## src/rtl/loop_txfifo_pkg.sv

```systemverilog
package loop_txfifo_pkg;
  // Selects how the read pointer advances on the next edge.
  typedef enum logic [1:0] {
    RD_HOLD    = 2'd0,
    RD_STEP    = 2'd1,
    RD_RESTORE = 2'd2
  } rd_sel_e;
endpackage

```

## src/rtl/loop_txfifo_store.sv

```systemverilog
module loop_txfifo_store #(
  parameter int WIDTH = 8,
  parameter int DEPTH = 8,
  localparam int AW = $clog2(DEPTH)
) (
  input  logic             clk,
  input  logic             wr_en,
  input  logic [AW-1:0]    wr_idx,
  input  logic [WIDTH-1:0] wr_data,
  input  logic [AW-1:0]    rd_idx,
  output logic [WIDTH-1:0] rd_data
);
  logic [WIDTH-1:0] mem_q [DEPTH];

  // Data storage needs no reset; validity is tracked by the pointers.
  always_ff @(posedge clk) begin
    if (wr_en) begin
      mem_q[wr_idx] <= wr_data;
    end
  end

  assign rd_data = mem_q[rd_idx];
endmodule

```

## src/rtl/loop_txfifo_shadow.sv

```systemverilog
module loop_txfifo_shadow #(
  parameter int PW = 4
) (
  input  logic          clk,
  input  logic          rst_n,
  input  logic          loop_en,
  input  logic [PW-1:0] rd_ptr,
  output logic          capture,
  output logic          loop_active,
  output logic [PW-1:0] saved_ptr
);
  logic          loop_q, loop_d;
  logic [PW-1:0] saved_q, saved_d;

  always_comb begin
    capture = loop_en & ~loop_q;
    loop_d  = loop_en;
    saved_d = saved_q;
    if (capture) begin
      saved_d = rd_ptr;
    end
  end

  always_ff @(posedge clk or negedge rst_n) begin
    if (!rst_n) begin
      loop_q  <= 1'b0;
      saved_q <= '0;
    end else begin
      loop_q  <= loop_d;
      saved_q <= saved_d;
    end
  end

  assign loop_active = loop_q;
  assign saved_ptr   = saved_q;

  AST_SAVE_ON_ENABLE: assert property (@(posedge clk) disable iff (!rst_n)
    $rose(loop_q) |-> saved_q == $past(rd_ptr)) else $error("save");
endmodule

```

## src/rtl/loop_txfifo_ctrl.sv

```systemverilog
module loop_txfifo_ctrl
  import loop_txfifo_pkg::*;
#(
  parameter int DEPTH = 8,
  localparam int AW = $clog2(DEPTH),
  localparam int PW = AW + 1
) (
  input  logic          clk,
  input  logic          rst_n,
  input  logic          push_valid,
  input  logic          pop_ready,
  input  logic          engine_idle,
  input  logic          loop_active,
  input  logic          capture,
  input  logic [PW-1:0] saved_ptr,
  output logic [PW-1:0] wr_ptr,
  output logic [PW-1:0] rd_ptr,
  output logic          push_fire,
  output logic          push_ready,
  output logic          pop_valid,
  output logic [PW-1:0] level,
  output logic          overflow
);
  localparam logic [PW-1:0] FULL_LVL = PW'(DEPTH);

  logic [PW-1:0] wr_q, wr_d, rd_q, rd_d;
  logic          armed_q, armed_d;
  logic          ovf_q, ovf_d;
  logic [PW-1:0] span;
  logic          empty, pop_fire, restore;
  rd_sel_e       rd_sel;

  // Occupancy is derived from the pointers, so a restore updates it at once.
  assign level = wr_q - rd_q;
  assign empty = (level == '0);
  // In loop mode the looped set, counted from the saved pointer, must fit.
  assign span  = loop_active ? (wr_q - saved_ptr) : level;

  always_comb begin
    push_ready = (span != FULL_LVL);
    pop_valid  = ~empty;
    push_fire  = push_valid & push_ready;
    pop_fire   = pop_ready & pop_valid;
    restore    = loop_active & engine_idle & empty & armed_q;

    if (restore)       rd_sel = RD_RESTORE;
    else if (pop_fire) rd_sel = RD_STEP;
    else               rd_sel = RD_HOLD;

    wr_d = push_fire ? wr_q + PW'(1) : wr_q;
    unique case (rd_sel)
      RD_STEP:    rd_d = rd_q + PW'(1);
      RD_RESTORE: rd_d = saved_ptr;
      default:    rd_d = rd_q;
    endcase

    armed_d = armed_q;
    if (capture | restore) armed_d = 1'b0;
    if (pop_fire)          armed_d = 1'b1;

    ovf_d = ovf_q | (push_valid & ~push_ready);
  end

  always_ff @(posedge clk or negedge rst_n) begin
    if (!rst_n) begin
      wr_q    <= '0;
      rd_q    <= '0;
      armed_q <= 1'b0;
      ovf_q   <= 1'b0;
    end else begin
      wr_q    <= wr_d;
      rd_q    <= rd_d;
      armed_q <= armed_d;
      ovf_q   <= ovf_d;
    end
  end

  assign wr_ptr   = wr_q;
  assign rd_ptr   = rd_q;
  assign overflow = ovf_q;

  AST_LEVEL_BOUND: assert property (@(posedge clk) disable iff (!rst_n)
    level <= FULL_LVL) else $error("level bound");
  AST_NO_OVERFLOW: assert property (@(posedge clk) disable iff (!rst_n)
    (push_valid && !push_ready) |=> wr_q == $past(wr_q)) else $error("drop");
  AST_OVF_STICKY: assert property (@(posedge clk) disable iff (!rst_n)
    overflow |=> overflow) else $error("sticky");
  AST_NO_REARM: assert property (@(posedge clk) disable iff (!rst_n)
    restore |=> !restore) else $error("rearm");
  AST_LOOP_SPAN: assert property (@(posedge clk) disable iff (!rst_n)
    loop_active |-> (wr_q - saved_ptr) <= FULL_LVL) else $error("span");
endmodule

```

## src/rtl/loop_txfifo.sv

```systemverilog
module loop_txfifo #(
  parameter int WIDTH = 8,
  parameter int DEPTH = 8,
  localparam int AW = $clog2(DEPTH),
  localparam int PW = AW + 1
) (
  input  logic             clk,
  input  logic             rst_n,
  input  logic             loop_en,
  input  logic             push_valid,
  input  logic [WIDTH-1:0] push_data,
  output logic             push_ready,
  input  logic             pop_ready,
  output logic             pop_valid,
  output logic [WIDTH-1:0] pop_data,
  input  logic             engine_idle,
  output logic [PW-1:0]    level,
  output logic             overflow
);
  logic [PW-1:0] wr_ptr, rd_ptr, saved_ptr;
  logic          capture, loop_active, push_fire;

  loop_txfifo_shadow #(.PW(PW)) u_shadow (
    .clk(clk), .rst_n(rst_n), .loop_en(loop_en), .rd_ptr(rd_ptr),
    .capture(capture), .loop_active(loop_active), .saved_ptr(saved_ptr)
  );

  loop_txfifo_ctrl #(.DEPTH(DEPTH)) u_ctrl (
    .clk(clk), .rst_n(rst_n), .push_valid(push_valid), .pop_ready(pop_ready),
    .engine_idle(engine_idle), .loop_active(loop_active), .capture(capture),
    .saved_ptr(saved_ptr), .wr_ptr(wr_ptr), .rd_ptr(rd_ptr),
    .push_fire(push_fire), .push_ready(push_ready), .pop_valid(pop_valid),
    .level(level), .overflow(overflow)
  );

  loop_txfifo_store #(.WIDTH(WIDTH), .DEPTH(DEPTH)) u_store (
    .clk(clk), .wr_en(push_fire), .wr_idx(wr_ptr[AW-1:0]), .wr_data(push_data),
    .rd_idx(rd_ptr[AW-1:0]), .rd_data(pop_data)
  );

  // A queue can only refill without a push through a restore.
  AST_REFILL_ONLY_BY_RESTORE: assert property (@(posedge clk) disable iff (!rst_n)
    ($rose(pop_valid) && !$past(push_fire)) |-> $past(loop_active && engine_idle))
    else $error("refill");
  AST_NO_RESTORE_BUSY: assert property (@(posedge clk) disable iff (!rst_n)
    (!pop_valid && !engine_idle && !push_fire) |=> !pop_valid) else $error("busy");
endmodule

```

## config.mk

```make
export PLATFORM = sky130hd
export DESIGN_NAME = loop_txfifo
export DESIGN_NICKNAME = d
export VERILOG_FILES = /design/src/rtl/loop_txfifo_pkg.sv /design/src/rtl/loop_txfifo_store.sv /design/src/rtl/loop_txfifo_shadow.sv /design/src/rtl/loop_txfifo_ctrl.sv /design/src/rtl/loop_txfifo.sv
export SDC_FILE = /design/constraint.sdc
export NUM_CORES = 1
export LEC_CHECK = 0
export ABC_AREA = 1
export BUFFER_PORTS_ARGS = -buffer_cell sky130_fd_sc_hd__buf_2
export CELL_PAD_IN_SITES_DETAIL_PLACEMENT = 2
export CELL_PAD_IN_SITES_GLOBAL_PLACEMENT = 2
export CORE_MARGIN = 5
export CORE_UTILIZATION = 40
export DETAILED_ROUTE_END_ITERATION = 16
export GPL_ROUTABILITY_DRIVEN = 0
export PLACE_DENSITY_LB_ADDON = 0.1
export SKIP_CTS_REPAIR_TIMING = 1
export SYNTH_ARGS = -nofsm -noshare
export SYNTH_HDL_FRONTEND = slang
export SYNTH_SLANG_ARGS = --single-unit
```

## constraint.sdc

```tcl
create_clock -name clk -period 4.5 [get_ports clk]
set_input_delay 1.125 -clock clk [delete_from_list [all_inputs] [get_ports clk]]
set_output_delay 1.125 -clock clk [all_outputs]
set_load 0.02 [all_outputs]
```

==> qor.log, run 1 <==
INFO  synth          synthFlopType=sky130_fd_sc_hd__edfxtp_1
INFO  clock_tree     tritoncts=yes
INFO  layout         post-route-cell-area=4220um^2
INFO  setup_path     cp-start-kind=flip-flop
INFO  pwr            vdd_ir_drop_max=0.298mV
INFO  floorplan      floorplan.initialDensity=40.3%
INFO  floorplan      placeableCoreArea=9110um^2
INFO  route          post_drt_wl_per_cell=21.5um
INFO  synth          synth_edf_count=64
INFO  sta            max_slew_margin=62.0%
INFO  sta            clock-skew-final=0.0137ns
INFO  placement      place_inst=483
INFO  synth          synth_top_cells_by_count=71 x sky130_fd_sc_hd__nand2_1, 64 x sky130_fd_sc_hd__edfxtp_1, 46 x sky130_fd_sc_hd__nor2_1, 36 x sky130_fd_sc_hd__o21ai_0, 24 x sky130_fd_sc_hd__inv_1
INFO  synth          synthesis.instances=344
INFO  setup_path     path_class=reg2out
INFO  sta            rsz0062_at_grt=no
INFO  floorplan      floorplan.die_area=11200um^2
INFO  synth          yosys_top_cell_area_share=52.4%
INFO  global_routing gr-total-overflow=0
INFO  layout         final_net_count=407
INFO  sta            timing.setup.tns=0ns
INFO  synth          syn_area_per_cell=10.7um^2
INFO  clock_tree     htree_levels=3
INFO  global_routing largest_net_degree_at_the_start_of_global_routing=37
INFO  clock_tree     clock_sink_count=79
INFO  synth          sequential_fraction_of_the_synthesis_area=62.6%
INFO  placement      detailedPlacementHpwl=7250um
INFO  synth          syn-cell-area=3670um^2
INFO  sta            final.min_clock_period=3.89ns
INFO  synth          synth.distinct_cells=26
INFO  layout         antennaDiodeCount=0
INFO  clock_tree     cts.path.max_buffers=2
INFO  pwr            power-per-cell-area=793nW/um^2
INFO  setup_path     worst-endpoint-required=3.38ns
INFO  synth          synth_largest_area_cell=sky130_fd_sc_hd__edfxtp_1
INFO  sta            finalCritPeriodShare=86.4%
INFO  placement      dpl-instance-area=3980um^2
INFO  setup_path     critical_path_peak_fanout=12
INFO  sta            final-max-slew-violation-count=0
INFO  route          drtPass1Iterations=4
INFO  floorplan      floorplan.die.height=106um
INFO  route          routed_wirelength=10700um
INFO  clock_tree     clock-root-buffer=sky130_fd_sc_hd__clkbuf_8
INFO  synth          synthMostInstantiatedCell=sky130_fd_sc_hd__nand2_1
INFO  pwr            p_leak=1.72nW
INFO  synth          ys_seq_elements=79
INFO  placement      port-buffer-count=28
INFO  route          antenna_violating_nets_left=0
INFO  sta            timing_worst_slew_pin_value=0.570ns
INFO  job            drv_cap=0
INFO  floorplan      chipWidth=106um
INFO  layout         stdcell_count=499
INFO  setup_path     arrival=2.76ns
INFO  clock_tree     worstSkewPairLatency=0.36ns
INFO  sta            hold_violations=0
INFO  sta            max_clock_freq=0.257GHz
INFO  setup_path     critical_path.endpoint_type=output pin
INFO  synth          netlist_top_cells_area=sky130_fd_sc_hd__edfxtp_1 52%, sky130_fd_sc_hd__dfrtp_1 10%, sky130_fd_sc_hd__nand2_1 7.3%
INFO  layout         num-fill-cells=962
INFO  global_routing gr-usage-all-layers=20.4%
INFO  route          dr_total_vias=2676
INFO  route          detail_route.vias_per_cell=5.36
INFO  hold_path      hold_class=reg2reg
INFO  layout         share_of_post_route_cells_with_drive_strength_above_1=19.1%
INFO  clock_tree     clkTransAtPathRegs=0.09ns
INFO  synth          synthesis.nets=368
INFO  floorplan      ioPinCount=29
INFO  synth          proportion_of_synthesized_flip_flops_having_asynchronous_set_or_reset=19.0%
INFO  synth          yosys_warnings=0
INFO  global_routing grt_pass1_vias=2963
INFO  clock_tree     cts_inserted_buffers=9
INFO  sta            final-setup-viol-count=0
INFO  floorplan      std_cell_rows=35
INFO  route          dr.first_iter.drc_count=118
INFO  layout         area.growth.synth_to_final=15.0%
INFO  run_status     run_status=completed
INFO  route          drc=0
INFO  global_routing wire_length_of_the_first_global_routing_pass=17000um
INFO  global_routing grt_antenna_before_repair=0
## area by class of cell
cell class / count / area, um^2 / area share [%]
clock buffers: 10 / 128 / 3.02
clock inverters: 6 / 115 / 2.73
inverters: 28 / 105 / 2.49
multi-input cells: 225 / 1200 / 28.6
flip-flops and latches: 79 / 2300 / 54.4
well taps: 111 / 139 / 3.29
repair buffers: 40 / 230 / 5.46
## metal layers
layer  GRT usage (%)  vias to the layer above  part of all wire (%)
met1            26.4                     1360                    45
li1                -                     1255                     -
met2            34.9                       47                    51
met3            2.76                       14                   2.1
met4            7.31                        0                   1.7
met5               0                        -                     0
## metrics by stage
stage               power [W]  hold WS [ns]  util (%)  setup WS [ns]
global placement      0.00263         0.461      43.7           1.12
global route          0.00359         0.501      46.3          0.359
floorplan             0.00217         0.469         -           1.34
CTS                   0.00340         0.490      46.3          0.526
finish                0.00334         0.480      46.3          0.611
detailed placement    0.00271         0.460      43.7          0.958
## state kept, by name, indices dropped and copies added (netlist names)
register	count
u_ctrl.armed_q	1
u_ctrl.overflow	1
u_ctrl.rd_ptr	4
u_ctrl.wr_ptr	4
u_shadow.loop_active	1
u_shadow.saved_ptr	4
u_store.mem_q	64
## cell families (layout without fill, tap and decap cells)
group,Yosys count,in the layout,share of synthesized area [%]
AOI/OAI and AO/OA,57,57,9.00
xor gates and xnor gates,4,4,0.955
adders and majority gates,10,10,3.82
buffers and inverters,40,84,4.54
DFF,79,79,62.6
and+or+nand+nor,154,154,19.1
## where the power goes
group          total [W]  leakage, nW  switching [W]  internal (W)
Sequential       0.00106        0.762       0.000120      0.000937
Clock           0.000664        0.117       0.000291      0.000373
Combinational    0.00162        0.842        0.00112      0.000506
## cells in the final DEF, fill, tap and decap left out
| cell | Yosys | final |
|---|---|---|
| sky130_fd_sc_hd__nand2_1 | 71 | 71 |
| sky130_fd_sc_hd__inv_2 | 3 | 3 |
| sky130_fd_sc_hd__nor2_8 | 1 | 1 |
| sky130_fd_sc_hd__o21bai_1 | 1 | 1 |
| sky130_fd_sc_hd__clkinvlp_4 | 0 | 1 |
| sky130_fd_sc_hd__clkinv_1 | 1 | 1 |
| sky130_fd_sc_hd__buf_2 | 7 | 28 |
| sky130_fd_sc_hd__xor2_1 | 4 | 4 |
| sky130_fd_sc_hd__clkbuf_8 | 0 | 9 |
| sky130_fd_sc_hd__buf_4 | 0 | 12 |
| sky130_fd_sc_hd__o22ai_1 | 16 | 16 |
| sky130_fd_sc_hd__nand4_1 | 4 | 4 |
| sky130_fd_sc_hd__nor2_1 | 46 | 46 |
| sky130_fd_sc_hd__nand3_4 | 1 | 1 |
| sky130_fd_sc_hd__inv_6 | 0 | 2 |
| sky130_fd_sc_hd__nand2_4 | 4 | 4 |
| sky130_fd_sc_hd__dfrtp_1 | 15 | 15 |
| sky130_fd_sc_hd__clkbuf_1 | 3 | 1 |
| sky130_fd_sc_hd__a21oi_4 | 2 | 2 |
| sky130_fd_sc_hd__a21oi_1 | 2 | 2 |
| sky130_fd_sc_hd__nand3_2 | 2 | 2 |
| sky130_fd_sc_hd__bufinv_16 | 0 | 3 |
| sky130_fd_sc_hd__edfxtp_1 | 64 | 64 |
| sky130_fd_sc_hd__nand3_1 | 19 | 19 |
| sky130_fd_sc_hd__fa_1 | 2 | 2 |
| sky130_fd_sc_hd__inv_1 | 24 | 24 |
| sky130_fd_sc_hd__nand2_2 | 6 | 6 |
| sky130_fd_sc_hd__ha_1 | 8 | 8 |
| sky130_fd_sc_hd__o21ai_0 | 36 | 36 |
## critical path, cell delays in order, from the launching register on
cell and delay [ns]:
sky130_fd_sc_hd__dfrtp_1 0.67, sky130_fd_sc_hd__clkinv_1 0.45, sky130_fd_sc_hd__ha_1 0.55, sky130_fd_sc_hd__nand3_2 0.15, sky130_fd_sc_hd__nand2_2 0.12, sky130_fd_sc_hd__nand2_1 0.07
sky130_fd_sc_hd__nand3_2 0.08, sky130_fd_sc_hd__nand3_4 0.12, sky130_fd_sc_hd__buf_2 0.19
## path summary, 6_finish.rpt
kind | start | to | slack [ns] | cells after the start
worst min register to register | u_ctrl.overflow$_DFF_PN0_ | u_ctrl.overflow$_DFF_PN0_ | 0.48 | 1
worst max register to register | u_ctrl.rd_ptr[2]$_DFFE_PN0P_ | u_store.mem_q[4][1]$_DFFE_PP_ | 1.40 | 10
min in group asynchronous | rst_n | u_ctrl.overflow$_DFF_PN0_ | 0.68 | 1
worst min-delay path | u_ctrl.overflow$_DFF_PN0_ | u_ctrl.overflow$_DFF_PN0_ | 0.48 | 1
worst max-delay path | u_ctrl.rd_ptr[2]$_DFFE_PN0P_ | push_ready | 0.61 | 8
max in group asynchronous | rst_n | u_shadow.saved_ptr[0]$_DFFE_PN0P_ | 3.55 | 1
Power figures use the tool's default switching activity.
==> run 2, diff against run 1 <==
- CAP_MARGIN: unset -> 30
- GPL_TIMING_DRIVEN: unset -> 0
- PLACE_DENSITY: unset -> 0.92
- PLACE_DENSITY_LB_ADDON: 0.1 -> unset
==> run 2 against run 1 <==
Effect of this change: clock skew rose by 0.0021 ns; first-iteration DRC count rose by 41%; clock power fell by 16%; flip-flop and latch count did not move; via count rose by 3.9%; global-route usage rose by 2.5 points; fmax fell by 4.4%; critical path depth rose by 3; utilization fell by 0.38 points; critical path type unchanged.
==> qor.log, run 2 (synthesis results as in run 1) <==
INFO  run_status     run_status=completed
INFO  clock_tree     cts_inserted_buffers=9
INFO  setup_path     cp-start-kind=flip-flop
INFO  pwr            p_leak=1.70nW
INFO  route          post_drt_wl_per_cell=24.4um
INFO  layout         area.growth.synth_to_final=14.1%
INFO  sta            timing.setup.tns=0ns
INFO  sta            worst_slack=0.433ns
INFO  sta            clock-skew-final=0.0159ns
INFO  clock_tree     clkTransAtPathRegs=0.09ns
INFO  hold_path      hold_path_end=u_ctrl.overflow$_DFF_PN0_
INFO  setup_path     worst-endpoint-required=3.38ns
INFO  layout         stdcell_count=503
INFO  layout         largest_register_ffs=64
INFO  floorplan      chipWidth=106um
INFO  route          dr_total_vias=2780
INFO  route          detail_route.vias_per_cell=5.53
INFO  global_routing wire_length_of_the_first_global_routing_pass=19100um
INFO  pwr            vdd_ir_drop_max=0.329mV
INFO  sta            final-max-slew-violation-count=0
INFO  global_routing largest_net_degree_at_the_start_of_global_routing=16
INFO  route          antenna_violating_nets_left=0
INFO  setup_path     flop_to_flop_setup_slack=0.88ns
INFO  layout         largest-register=u_store.mem_q
INFO  setup_path     startpoint_of_the_lowest_slack_register_to_register_path=u_ctrl.rd_ptr[2]$_DFFE_PN0P_
INFO  clock_tree     htree_levels=3
INFO  clock_tree     cts.path.max_buffers=2
INFO  floorplan      placeableCoreArea=9110um^2
INFO  sta            max_clock_freq=0.246GHz
INFO  floorplan      floorplan.die_area=11200um^2
INFO  layout         layout.cells.most_common_list=71 x sky130_fd_sc_hd__nand2_1, 64 x sky130_fd_sc_hd__edfxtp_1, 46 x sky130_fd_sc_hd__nor2_1
INFO  placement      dpl_ws=0.801ns
INFO  floorplan      std_cell_rows=35
INFO  clock_tree     clock-root-buffer=sky130_fd_sc_hd__clkbuf_8
INFO  route          routed_wirelength=12300um
INFO  global_routing grt_antenna_before_repair=0
INFO  route          drc=0
INFO  pwr            power-per-cell-area=798nW/um^2
INFO  sta            final-setup-viol-count=0
INFO  setup_path     critical_path_peak_fanout=11
INFO  placement      place_inst=483
INFO  global_routing gr-usage-all-layers=22.9%
INFO  hold_path      holdCritStartpoint=u_ctrl.overflow$_DFF_PN0_
INFO  layout         final_net_count=411
INFO  hold_path      hold_depth=1
INFO  global_routing grt_pass1_vias=3169
INFO  floorplan      floorplan.die.height=106um
INFO  clock_tree     worstSkewPairLatency=0.37ns
INFO  layout         antennaDiodeCount=0
INFO  floorplan      floorplan.initialDensity=40.3%
INFO  layout         num-fill-cells=929
INFO  sta            final.min_clock_period=4.07ns
INFO  sta            timing_worst_slew_pin_value=1.04ns
INFO  placement      detailedPlacementHpwl=8400um
INFO  layout         share_of_post_route_cells_with_drive_strength_above_1=18.9%
INFO  setup_path     critical_path.endpoint_type=output pin
INFO  setup_path     arrival=2.94ns
INFO  global_routing gr-total-overflow=0
INFO  job            drv_cap=0
INFO  placement      port-buffer-count=28
INFO  setup_path     path_class=reg2out
INFO  sta            finalCritPeriodShare=90.4%
INFO  floorplan      ioPinCount=29
INFO  hold_path      hold_class=reg2reg
INFO  sta            rsz0062_at_grt=no
INFO  sta            hold_violations=0
INFO  setup_path     worstRegToRegCells=11
INFO  route          dr.first_iter.drc_count=166
INFO  route          drtPass1Iterations=4
INFO  setup_path     critical_register_to_register_path_endpoint=u_store.mem_q[4][2]$_DFFE_PP_
INFO  clock_tree     clock_sink_count=79
INFO  layout         final_common_cell=sky130_fd_sc_hd__nand2_1
INFO  clock_tree     tritoncts=yes
INFO  sta            max_slew_margin=30.6%
## run 2: changes by cell type in the layout (fill, tap and decap cells not counted), sizes merged
cell    change
buf         +1
bufinv      -2
inv         +1
clkbuf      +2
clkinv      +2
## run 2: cell type report
cell class,count,area [um^2],area share (%)
flip-flops and latches,79,2300,54.9
multi-input cells,225,1200,28.8
repair buffers,32,174,4.16
well taps,111,139,3.32
clock buffers,9,124,2.96
inverters,28,105,2.51
clock inverters,7,78.8,1.88
plain buffers,12,61.3,1.47
## run 2: through the flow
stage	instance area [um^2]	utilization, %	hold WS [ns]	total power (W)
final	4180	45.9	0.518	0.00334
after CTS	4150	45.6	0.510	0.00334
after floorplan	3670	-	0.469	0.00217
after global routing	4180	45.9	0.511	0.00355
after global placement	3950	43.3	0.452	0.00259
after detailed placement	3950	43.3	0.483	0.00276
## run 2: how the worst max path moves through the flow
stage                                      start                             to  slack, ns  depth (start not counted)
floorplan           u_ctrl.rd_ptr[1]$_DFFE_PN0P_                     push_ready       1.34                         10
global placement    u_ctrl.rd_ptr[1]$_DFFE_PN0P_                     push_ready       0.94                         11
detailed placement  u_ctrl.rd_ptr[2]$_DFFE_PN0P_  u_store.mem_q[6][1]$_DFFE_PP_       0.80                         10
CTS                 u_ctrl.rd_ptr[1]$_DFFE_PN0P_                     push_ready       0.40                         11
global route        u_ctrl.rd_ptr[1]$_DFFE_PN0P_                     push_ready       0.31                         11
finish              u_ctrl.rd_ptr[1]$_DFFE_PN0P_                     push_ready       0.43                         11
## run 2: metal layers
layer / wire length [um] / track usage (%) / vias to the layer above
met2: 6340 / 39.4 / 57
met5: 0 / 0 / -
met1: 5180 / 29.6 / 1444
met4: 225 / 9.16 / 0
met3: 503 / 2.39 / 13
li1: - / - / 1266
## run 2: power by group
group / switching [W] / internal (W)
logic: 0.00122 / 0.000513
registers: 0.000103 / 0.000940
clock network: 0.000298 / 0.000263
## run 2: critical path, stage by stage, from the launching register on
cell and delay [ns]:
sky130_fd_sc_hd__dfrtp_1 0.41, sky130_fd_sc_hd__buf_6 0.16, sky130_fd_sc_hd__inv_1 0.25, sky130_fd_sc_hd__buf_2 0.34, sky130_fd_sc_hd__fa_1 0.46, sky130_fd_sc_hd__inv_1 0.07
sky130_fd_sc_hd__nand2_1 0.13, sky130_fd_sc_hd__nor2_1 0.15, sky130_fd_sc_hd__nand2_2 0.09, sky130_fd_sc_hd__a21oi_4 0.16, sky130_fd_sc_hd__nand3_4 0.15, sky130_fd_sc_hd__buf_2 0.20
